--- src/rtl/gpio_dv_pkg.sv ---
package gpio_dv_pkg;
   localparam int ADDR_W       = 5;
   localparam int DATA_W       = 8;
   localparam int ATTR_W       = 7;
   localparam int MODE_W       = 3;
   localparam int A_DOUT       = 0;
   localparam int A_MODE       = 1;
   localparam int A_SLOW       = 4;
   localparam int A_IDIS       = 5;
   localparam int A_BIDIR      = 6;
   localparam int STATE_ADDR   = 7;
   localparam int SEL_BASE     = 8;
   localparam int PIN_BASE     = 16;
   localparam logic [MODE_W-1:0] MODE_HIZ = '0;

   function automatic int sel_field_w(input int lines);
      int w;
      w = $clog2(lines);
      if (w <= 1) return 1;
      else if (w <= 2) return 2;
      else return 4;
   endfunction
endpackage

--- src/rtl/gpio_dv_pin_cell.sv ---
module gpio_dv_pin_cell
   import gpio_dv_pkg::*;
#(
   parameter int PIN   = 0,
   parameter int SEL_FW = 4
) (
   input  logic                 clk,
   input  logic                 rst_n,
   input  logic                 a_we,
   input  logic [ADDR_W-1:0]    a_addr,
   input  logic [DATA_W-1:0]    a_wdata,
   input  logic                 b_we,
   input  logic [ADDR_W-1:0]    b_addr,
   input  logic [DATA_W-1:0]    b_wdata,
   output logic [ATTR_W-1:0]    attr_q,
   output logic [SEL_FW-1:0]    sel_q
);
   localparam logic [ADDR_W-1:0] PIN_ADDR = ADDR_W'(PIN_BASE + PIN);
   localparam logic [ADDR_W-1:0] SEL_ADDR = ADDR_W'(SEL_BASE + (PIN * SEL_FW) / DATA_W);
   localparam int                SEL_LSB  = (PIN * SEL_FW) % DATA_W;

   logic [ATTR_W-1:0] attr_d;
   logic [SEL_FW-1:0] sel_d;

   always_comb begin
      attr_d = attr_q;
      sel_d  = sel_q;
      for (int i = 0; i < ATTR_W; i++) begin
         if (a_we && a_addr == ADDR_W'(i)) attr_d[i] = a_wdata[PIN];
         if (b_we && b_addr == ADDR_W'(i)) attr_d[i] = b_wdata[PIN];
      end
      if (a_we && a_addr == PIN_ADDR) attr_d = a_wdata[ATTR_W-1:0];
      if (b_we && b_addr == PIN_ADDR) attr_d = b_wdata[ATTR_W-1:0];
      if (a_we && a_addr == SEL_ADDR) sel_d = a_wdata[SEL_LSB +: SEL_FW];
      if (b_we && b_addr == SEL_ADDR) sel_d = b_wdata[SEL_LSB +: SEL_FW];
   end

   always_ff @(posedge clk or negedge rst_n) begin
      if (!rst_n) begin
         attr_q <= '0;
         sel_q  <= '0;
      end else begin
         attr_q <= attr_d;
         sel_q  <= sel_d;
      end
   end

   // state is clear on the first edge after reset release
   a_r1_reset_clear: assert property (@(posedge clk) disable iff (!rst_n)
      $rose(rst_n) |-> (attr_q == '0 && sel_q == '0));

   // a channel-B per-pin write always lands whole
   a_r3_pin_write_b: assert property (@(posedge clk) disable iff (!rst_n)
      (b_we && b_addr == PIN_ADDR) |=> (attr_q == $past(b_wdata[ATTR_W-1:0])));

   // a channel-A per-pin write beats any attribute-wide write of channel B
   a_r8_pin_over_port: assert property (@(posedge clk) disable iff (!rst_n)
      (a_we && a_addr == PIN_ADDR && !(b_we && b_addr == PIN_ADDR))
      |=> (attr_q == $past(a_wdata[ATTR_W-1:0])));

   // no strobe, no change
   a_r10_idle_stable: assert property (@(posedge clk) disable iff (!rst_n)
      (!a_we && !b_we) |=> ($stable(attr_q) && $stable(sel_q)));
endmodule

--- src/rtl/gpio_dv_read_mux.sv ---
module gpio_dv_read_mux
   import gpio_dv_pkg::*;
#(
   parameter int NUM_PINS = 8,
   parameter int SEL_FW   = 4
) (
   input  logic [ADDR_W-1:0]          rd_addr,
   input  logic [NUM_PINS*ATTR_W-1:0] attr_flat,
   input  logic [NUM_PINS*SEL_FW-1:0] sel_flat,
   input  logic [NUM_PINS-1:0]        pin_state,
   output logic [DATA_W-1:0]          rd_data
);
   localparam int SEL_REGS = (NUM_PINS * SEL_FW + DATA_W - 1) / DATA_W;

   logic [SEL_REGS*DATA_W-1:0] sel_pad;

   always_comb begin
      sel_pad = '0;
      sel_pad[NUM_PINS*SEL_FW-1:0] = sel_flat;
   end

   always_comb begin
      rd_data = '0;
      for (int a = 0; a < ATTR_W; a++) begin
         if (rd_addr == ADDR_W'(a)) begin
            for (int p = 0; p < NUM_PINS; p++) rd_data[p] = attr_flat[p*ATTR_W + a];
         end
      end
      if (rd_addr == ADDR_W'(STATE_ADDR)) rd_data[NUM_PINS-1:0] = pin_state;
      for (int r = 0; r < SEL_REGS; r++) begin
         if (rd_addr == ADDR_W'(SEL_BASE + r)) rd_data = sel_pad[r*DATA_W +: DATA_W];
      end
      for (int p = 0; p < NUM_PINS; p++) begin
         if (rd_addr == ADDR_W'(PIN_BASE + p))
            rd_data = {pin_state[p], attr_flat[p*ATTR_W +: ATTR_W]};
      end
   end
endmodule

--- src/rtl/gpio_dual_view_regs.sv ---
module gpio_dual_view_regs
   import gpio_dv_pkg::*;
#(
   parameter int NUM_PINS  = 8,
   parameter int AUX_LINES = 16
) (
   input  logic                       clk,
   input  logic                       rst_n,
   input  logic                       a_we,
   input  logic [ADDR_W-1:0]          a_addr,
   input  logic [DATA_W-1:0]          a_wdata,
   input  logic                       b_we,
   input  logic [ADDR_W-1:0]          b_addr,
   input  logic [DATA_W-1:0]          b_wdata,
   input  logic [ADDR_W-1:0]          rd_addr,
   output logic [DATA_W-1:0]          rd_data,
   input  logic [NUM_PINS-1:0]        pad_in,
   input  logic [AUX_LINES-1:0]       aux_oe,
   output logic [NUM_PINS-1:0]        pad_out,
   output logic [NUM_PINS*MODE_W-1:0] pad_mode,
   output logic [NUM_PINS-1:0]        pad_slow,
   output logic [NUM_PINS-1:0]        pad_in_dis
);
   localparam int SEL_W  = $clog2(AUX_LINES);
   localparam int SEL_FW = sel_field_w(AUX_LINES);

   generate
      if (NUM_PINS < 1 || NUM_PINS > DATA_W) begin : g_bad_pins
         $error("NUM_PINS must lie in 1..8");
      end
      if (AUX_LINES < 2 || AUX_LINES > 16 || (AUX_LINES & (AUX_LINES - 1)) != 0) begin : g_bad_aux
         $error("AUX_LINES must be a power of two in 2..16");
      end
   endgenerate

   logic [NUM_PINS*ATTR_W-1:0] attr_flat;
   logic [NUM_PINS*SEL_FW-1:0] sel_flat;
   logic [NUM_PINS-1:0]        pin_state;

   for (genvar p = 0; p < NUM_PINS; p++) begin : g_pin
      logic [ATTR_W-1:0] attr;
      logic [SEL_FW-1:0] sel;
      logic              oe;

      gpio_dv_pin_cell #(.PIN(p), .SEL_FW(SEL_FW)) u_cell (
         .clk     (clk),
         .rst_n   (rst_n),
         .a_we    (a_we),
         .a_addr  (a_addr),
         .a_wdata (a_wdata),
         .b_we    (b_we),
         .b_addr  (b_addr),
         .b_wdata (b_wdata),
         .attr_q  (attr),
         .sel_q   (sel)
      );

      assign attr_flat[p*ATTR_W +: ATTR_W] = attr;
      assign sel_flat[p*SEL_FW +: SEL_FW]  = sel;
      assign oe = attr[A_BIDIR] ? aux_oe[sel[SEL_W-1:0]] : 1'b1;
      assign pad_mode[p*MODE_W +: MODE_W] = oe ? attr[A_MODE +: MODE_W] : MODE_HIZ;
      assign pad_out[p]    = attr[A_DOUT];
      assign pad_slow[p]   = attr[A_SLOW];
      assign pad_in_dis[p] = attr[A_IDIS];
      assign pin_state[p]  = pad_in[p] & ~attr[A_IDIS];

      // bidirectional pin with its line low must present high impedance
      a_r6_bidir_hiz: assert property (@(posedge clk) disable iff (!rst_n)
         (attr[A_BIDIR] && !aux_oe[sel[SEL_W-1:0]])
         |-> (pad_mode[p*MODE_W +: MODE_W] == MODE_HIZ));

      // a disabled input buffer reads as 0 through the state register
      a_r7_state_gated: assert property (@(posedge clk) disable iff (!rst_n)
         (rd_addr == ADDR_W'(STATE_ADDR) && pad_in_dis[p]) |-> !rd_data[p]);
   end

   gpio_dv_read_mux #(.NUM_PINS(NUM_PINS), .SEL_FW(SEL_FW)) u_rd (
      .rd_addr   (rd_addr),
      .attr_flat (attr_flat),
      .sel_flat  (sel_flat),
      .pin_state (pin_state),
      .rd_data   (rd_data)
   );
endmodule

--- config.mk ---
export PLATFORM = sky130hd
export DESIGN_NAME = gpio_dual_view_regs
export DESIGN_NICKNAME = d
export VERILOG_FILES = /design/src/rtl/gpio_dv_pkg.sv /design/src/rtl/gpio_dv_pin_cell.sv /design/src/rtl/gpio_dv_read_mux.sv /design/src/rtl/gpio_dual_view_regs.sv
export SDC_FILE = /design/constraint.sdc
export NUM_CORES = 1
export LEC_CHECK = 0
export ABC_AREA = 1
export ABC_CLOCK_PERIOD_IN_PS = 2200
export BUFFER_PORTS_ARGS = -buffer_cell sky130_fd_sc_hd__buf_2
export CORE_AREA = 8 8 196 198
export CTS_BUF_LIST = sky130_fd_sc_hd__clkbuf_4
export CTS_CLUSTER_DIAMETER = 200
export DETAILED_ROUTE_END_ITERATION = 12
export DIE_AREA = 0 0 204 206
export GPL_TIMING_DRIVEN = 0
export SLEW_MARGIN = 30
export SYNTH_ARGS = -nofsm -noshare
export SYNTH_HDL_FRONTEND = slang
export SYNTH_HIERARCHICAL = 1
export SYNTH_SLANG_ARGS = --single-unit
--- constraint.sdc ---
create_clock -name clk -period 2.2 [get_ports clk]
set_input_delay 0.44 -clock clk [delete_from_list [all_inputs] [get_ports clk]]
set_output_delay 0.44 -clock clk [all_outputs]
set_load 0.01 [all_outputs]
==> summary.md <==
| Metric | Value |
|---|---|
| RSZ-0062 raised after global routing | yes |
| Die X | 204 um |
| Int Pwr | 0.00436 W |
| Count leader, synth | nand2_1 |
| Setup Viol. Count Final | 32 |
| Switching portion of total power | 50.9% |
| Mapped Cells | 2183 |
| Crit path arrival time | 2470 ps |
| CTS tree | built |
| Critical R2R Launch | g_pin[4].u_cell/attr_q[1]$_DFFE_PN0P_ |
| Hold_sp | b_wdata[7] |
| Gate power share | 55.1% |
| Synth async-reset ratio | 100% |
| Status | finished with violations |
| Critical-path maximum fanout | 10 |
| Multi-input logic area | 8970 um^2 |
| #FFs+latches synth | 88 |
| Critical path type | input pin to primary output |
| Reg-to-reg setup timing slack | 1190 ps |
| Power share of the sequential group | 33.5% |
| Post-DP HPWL | 39000 um |
| Pleak | 8.13 nW |
| IO Port Bufs | 113 |
| Post-synth net total | 2242 |
| Max H-tree Level | 3 |
| Overall global routing resource usage | 25.9% |
| Crit start category | input pin |
| Sink Count | 88 |
| Area leader, netlist | nand2_1 |
| MaxCap Viol Count | 0 |
| Worst Setup EP | rd_data[1] |
| Post-synth EDFFs | 0 |
| Worst-path clk slew | 140 ps |
| Max IR drop VDD | 0.000343 V |
| Actual slew at the worst max-slew pin | 941 ps |
| Power, Total | 0.00887 W |
| Power per cell area | 595 nW/um^2 |
| Die Y-Extent | 206 um |
| 1st-iter DRT viols | 1947 |
| Failing checks | negative setup slack |
| Final Max Tran Viols | 0 |
| Vias in the first global route | 14083 |
| Wire length per cell | 19.9 um |
| First-pass GRT wire length | 84000 um |
| GRT overflow | 0 |
| Worst Path Required | 1760 ps |
| Drt via density | 5.48 |
| Clock Skew | 0 ps |
| Die Area | 42000 um^2 |
| Sequential area share after synthesis | 18.0% |
| Fin crit share | 132% |
| CTS max path bufs | 2 |
| Syn Area/Cell | 5.60 um^2 |
| RD Place Congestion | 0.972 |
| Drt pass-1 iters | 6 |
| Reg-to-reg endpoint | g_pin[4].u_cell/attr_q[1]$_DFFE_PN0P_ |
| Distinct cells, synth | 47 |
| Area growth syn-to-layout | 21.9% |
| Cell Rows | 69 |
| Worst reg2reg path depth | 3 |
| Worst setup margin | -706 ps |
| Vias | 15518 |
| Final count of hold timing violations | 0 |
| Root Driver | clkbuf_4 |
| Inserted Clock Buffers | 9 |
| Initial core utilization | 34.7% |
| DRC | 0 |
| Final WL | 56300 um |
| HP Class | input pin to register |
| Clock power share | 11.4% |
| Share of cells above drive strength 1 | 25.5% |
| CP Capture Type | primary output |
| Syn Std Cell Area | 12200 um^2 |
| Fillcell total | 3861 |
| Number of antenna violations at the first check in global routing | 1 |
| Register cell area after layout | 2260 um^2 |
| Top-Level Pins | 115 |
| Synth Flop Type | dfrtp_1 |
| Synth warnings | 6 |
| Largest net degree at the start of global routing | 49 |
| Max Fclk | 0.344 GHz |
| Final nets | 2424 |
| Start point of the critical path | rd_addr[3] |
| Core ar. | 35200 um^2 |
| Post-route setup TNS | -9770 ps |
| Commonest cells post-synth | nand2_1 (760), nand3_1 (344), inv_1 (318), nor2_1 (241) |
| Area share of the largest cell type after synthesis | 23.3% |
| Clock Latency Late Sink | 510 ps |
| Total net switching power | 0.00451 W |
| Routed Antenna Nets | 0 |
| Minimum clock period | 2910 ps |
| Top cells by area, synth | nand2_1 (23%), dfrtp_1 (18%), nand3_1 (14%) |
| Rel. slew slack | 37.3% |
==> layer usage <==
| layer | GRT usage [%] | vias up | routed length [um] |
|---|---|---|---|
| li1 | - | 7333 | - |
| met1 | 34.5 | 7233 | 23300 |
| met2 | 40.9 | 812 | 25100 |
| met3 | 4.22 | 140 | 5320 |
| met4 | 11.2 | 0 | 2540 |
| met5 | 0 | - | 0 |
==> timing repair <==
action                                  4_1_cts  5_1_grt
resized for setup                            73      202
hold endpoints to repair                     47        0
hold buffers                                  1        0
gates cloned                                  2        3
pin swaps                                    16      108
endpoints found under the setup margin       32       32
buffers inserted                             39       12
==> kinds of logic after synthesis <==
group	count (synthesis)	share of synthesized area (%)
simple gates	1619	63.6
compound gates	85	4.47
flops	88	18.0
buf+inv	391	13.9
==> cell type report <==
| class | instances | area share, % |
|---|---|---|
| tap | 461 | 3.87 |
| sequential | 88 | 15.1 |
| multi-input combinational | 1704 | 60.1 |
| inverter | 362 | 9.78 |
| clock inverter | 4 | 0.319 |
| timing repair buffer | 171 | 8.28 |
| clock buffer | 10 | 0.503 |
| antenna | 1 | 0.0168 |
| buffer | 29 | 1.96 |
==> sequential cells by signal, summed over array words and instances (netlist names) <==
| signal | count |
|---|---|
| g_pin.u_cell/sel_q | 32 |
| g_pin.u_cell/attr_q | 56 |
==> power groups by stage <==
stage | Sequential (W) | Clock (W) | Combinational [W]
floorplan | 0.00254 | 0 | 0.00230
global placement | 0.00300 | 0 | 0.00353
detailed placement | 0.00299 | 0 | 0.00360
CTS | 0.00288 | 0.00103 | 0.00418
global route | 0.00300 | 0.00107 | 0.00531
finish | 0.00297 | 0.00101 | 0.00489
==> worst min-delay path by stage <==
stage,to,slack [ps],cells past startpoint
2_1_floorplan,g_pin[0].u_cell/attr_q[0]$_DFFE_PN0P_,140,0
3_3_place_gp,g_pin[5].u_cell/attr_q[6]$_DFFE_PN0P_,570,2
3_5_place_dp,g_pin[5].u_cell/attr_q[3]$_DFFE_PN0P_,410,1
4_1_cts,g_pin[1].u_cell/sel_q[3]$_DFFE_PN0P_,280,3
5_1_grt,g_pin[1].u_cell/sel_q[3]$_DFFE_PN0P_,300,3
6_report,g_pin[1].u_cell/sel_q[3]$_DFFE_PN0P_,320,3
==> stage by stage <==
stage | cell area [um^2] | instances | hold slack [ps] | worst slack, ps | util, %
floorplan | 12200 | 2183 | 144 | 85.6 | -
global placement | 13400 | 2757 | 572 | -807 | 38.0
detailed placement | 13400 | 2759 | 412 | -753 | 38.2
CTS | 14100 | 2815 | 284 | -651 | 40.0
global route | 14900 | 2830 | 298 | -758 | 42.3
finish | 14900 | 2830 | 324 | -706 | 42.3
==> critical path, stage by stage <==
cell,delay [ps]
buf_2,180
nor2_4,90
buf_2,240
nand4_1,130
nand2_1,60
nor2_1,110
nand4_1,100
nand2_1,110
nand4_1,80
nor2_1,120
nand4_1,170
nor2_1,130
nand4_1,150
nand2_1,130
nand2_2,80
buf_6,130
==> placed cells by master (no fill, tap or decap), drive strengths merged <==
master       count
clkinv           7
and3             1
a31oi            2
nand3b          24
nand2b           2
o2111ai          1
o21a             2
or2             10
bufinv           1
clkbuf          12
o21ai           33
o221ai           1
diode            1
nand4           95
a21oi           30
nand2          783
o211ai          16
buf            197
clkinvlp         1
and2             1
dfrtp           88
inv            357
nor3            20
nor2           294
dlygate4sd3      1
nand3          389
(Power assumes the default switching activity.)
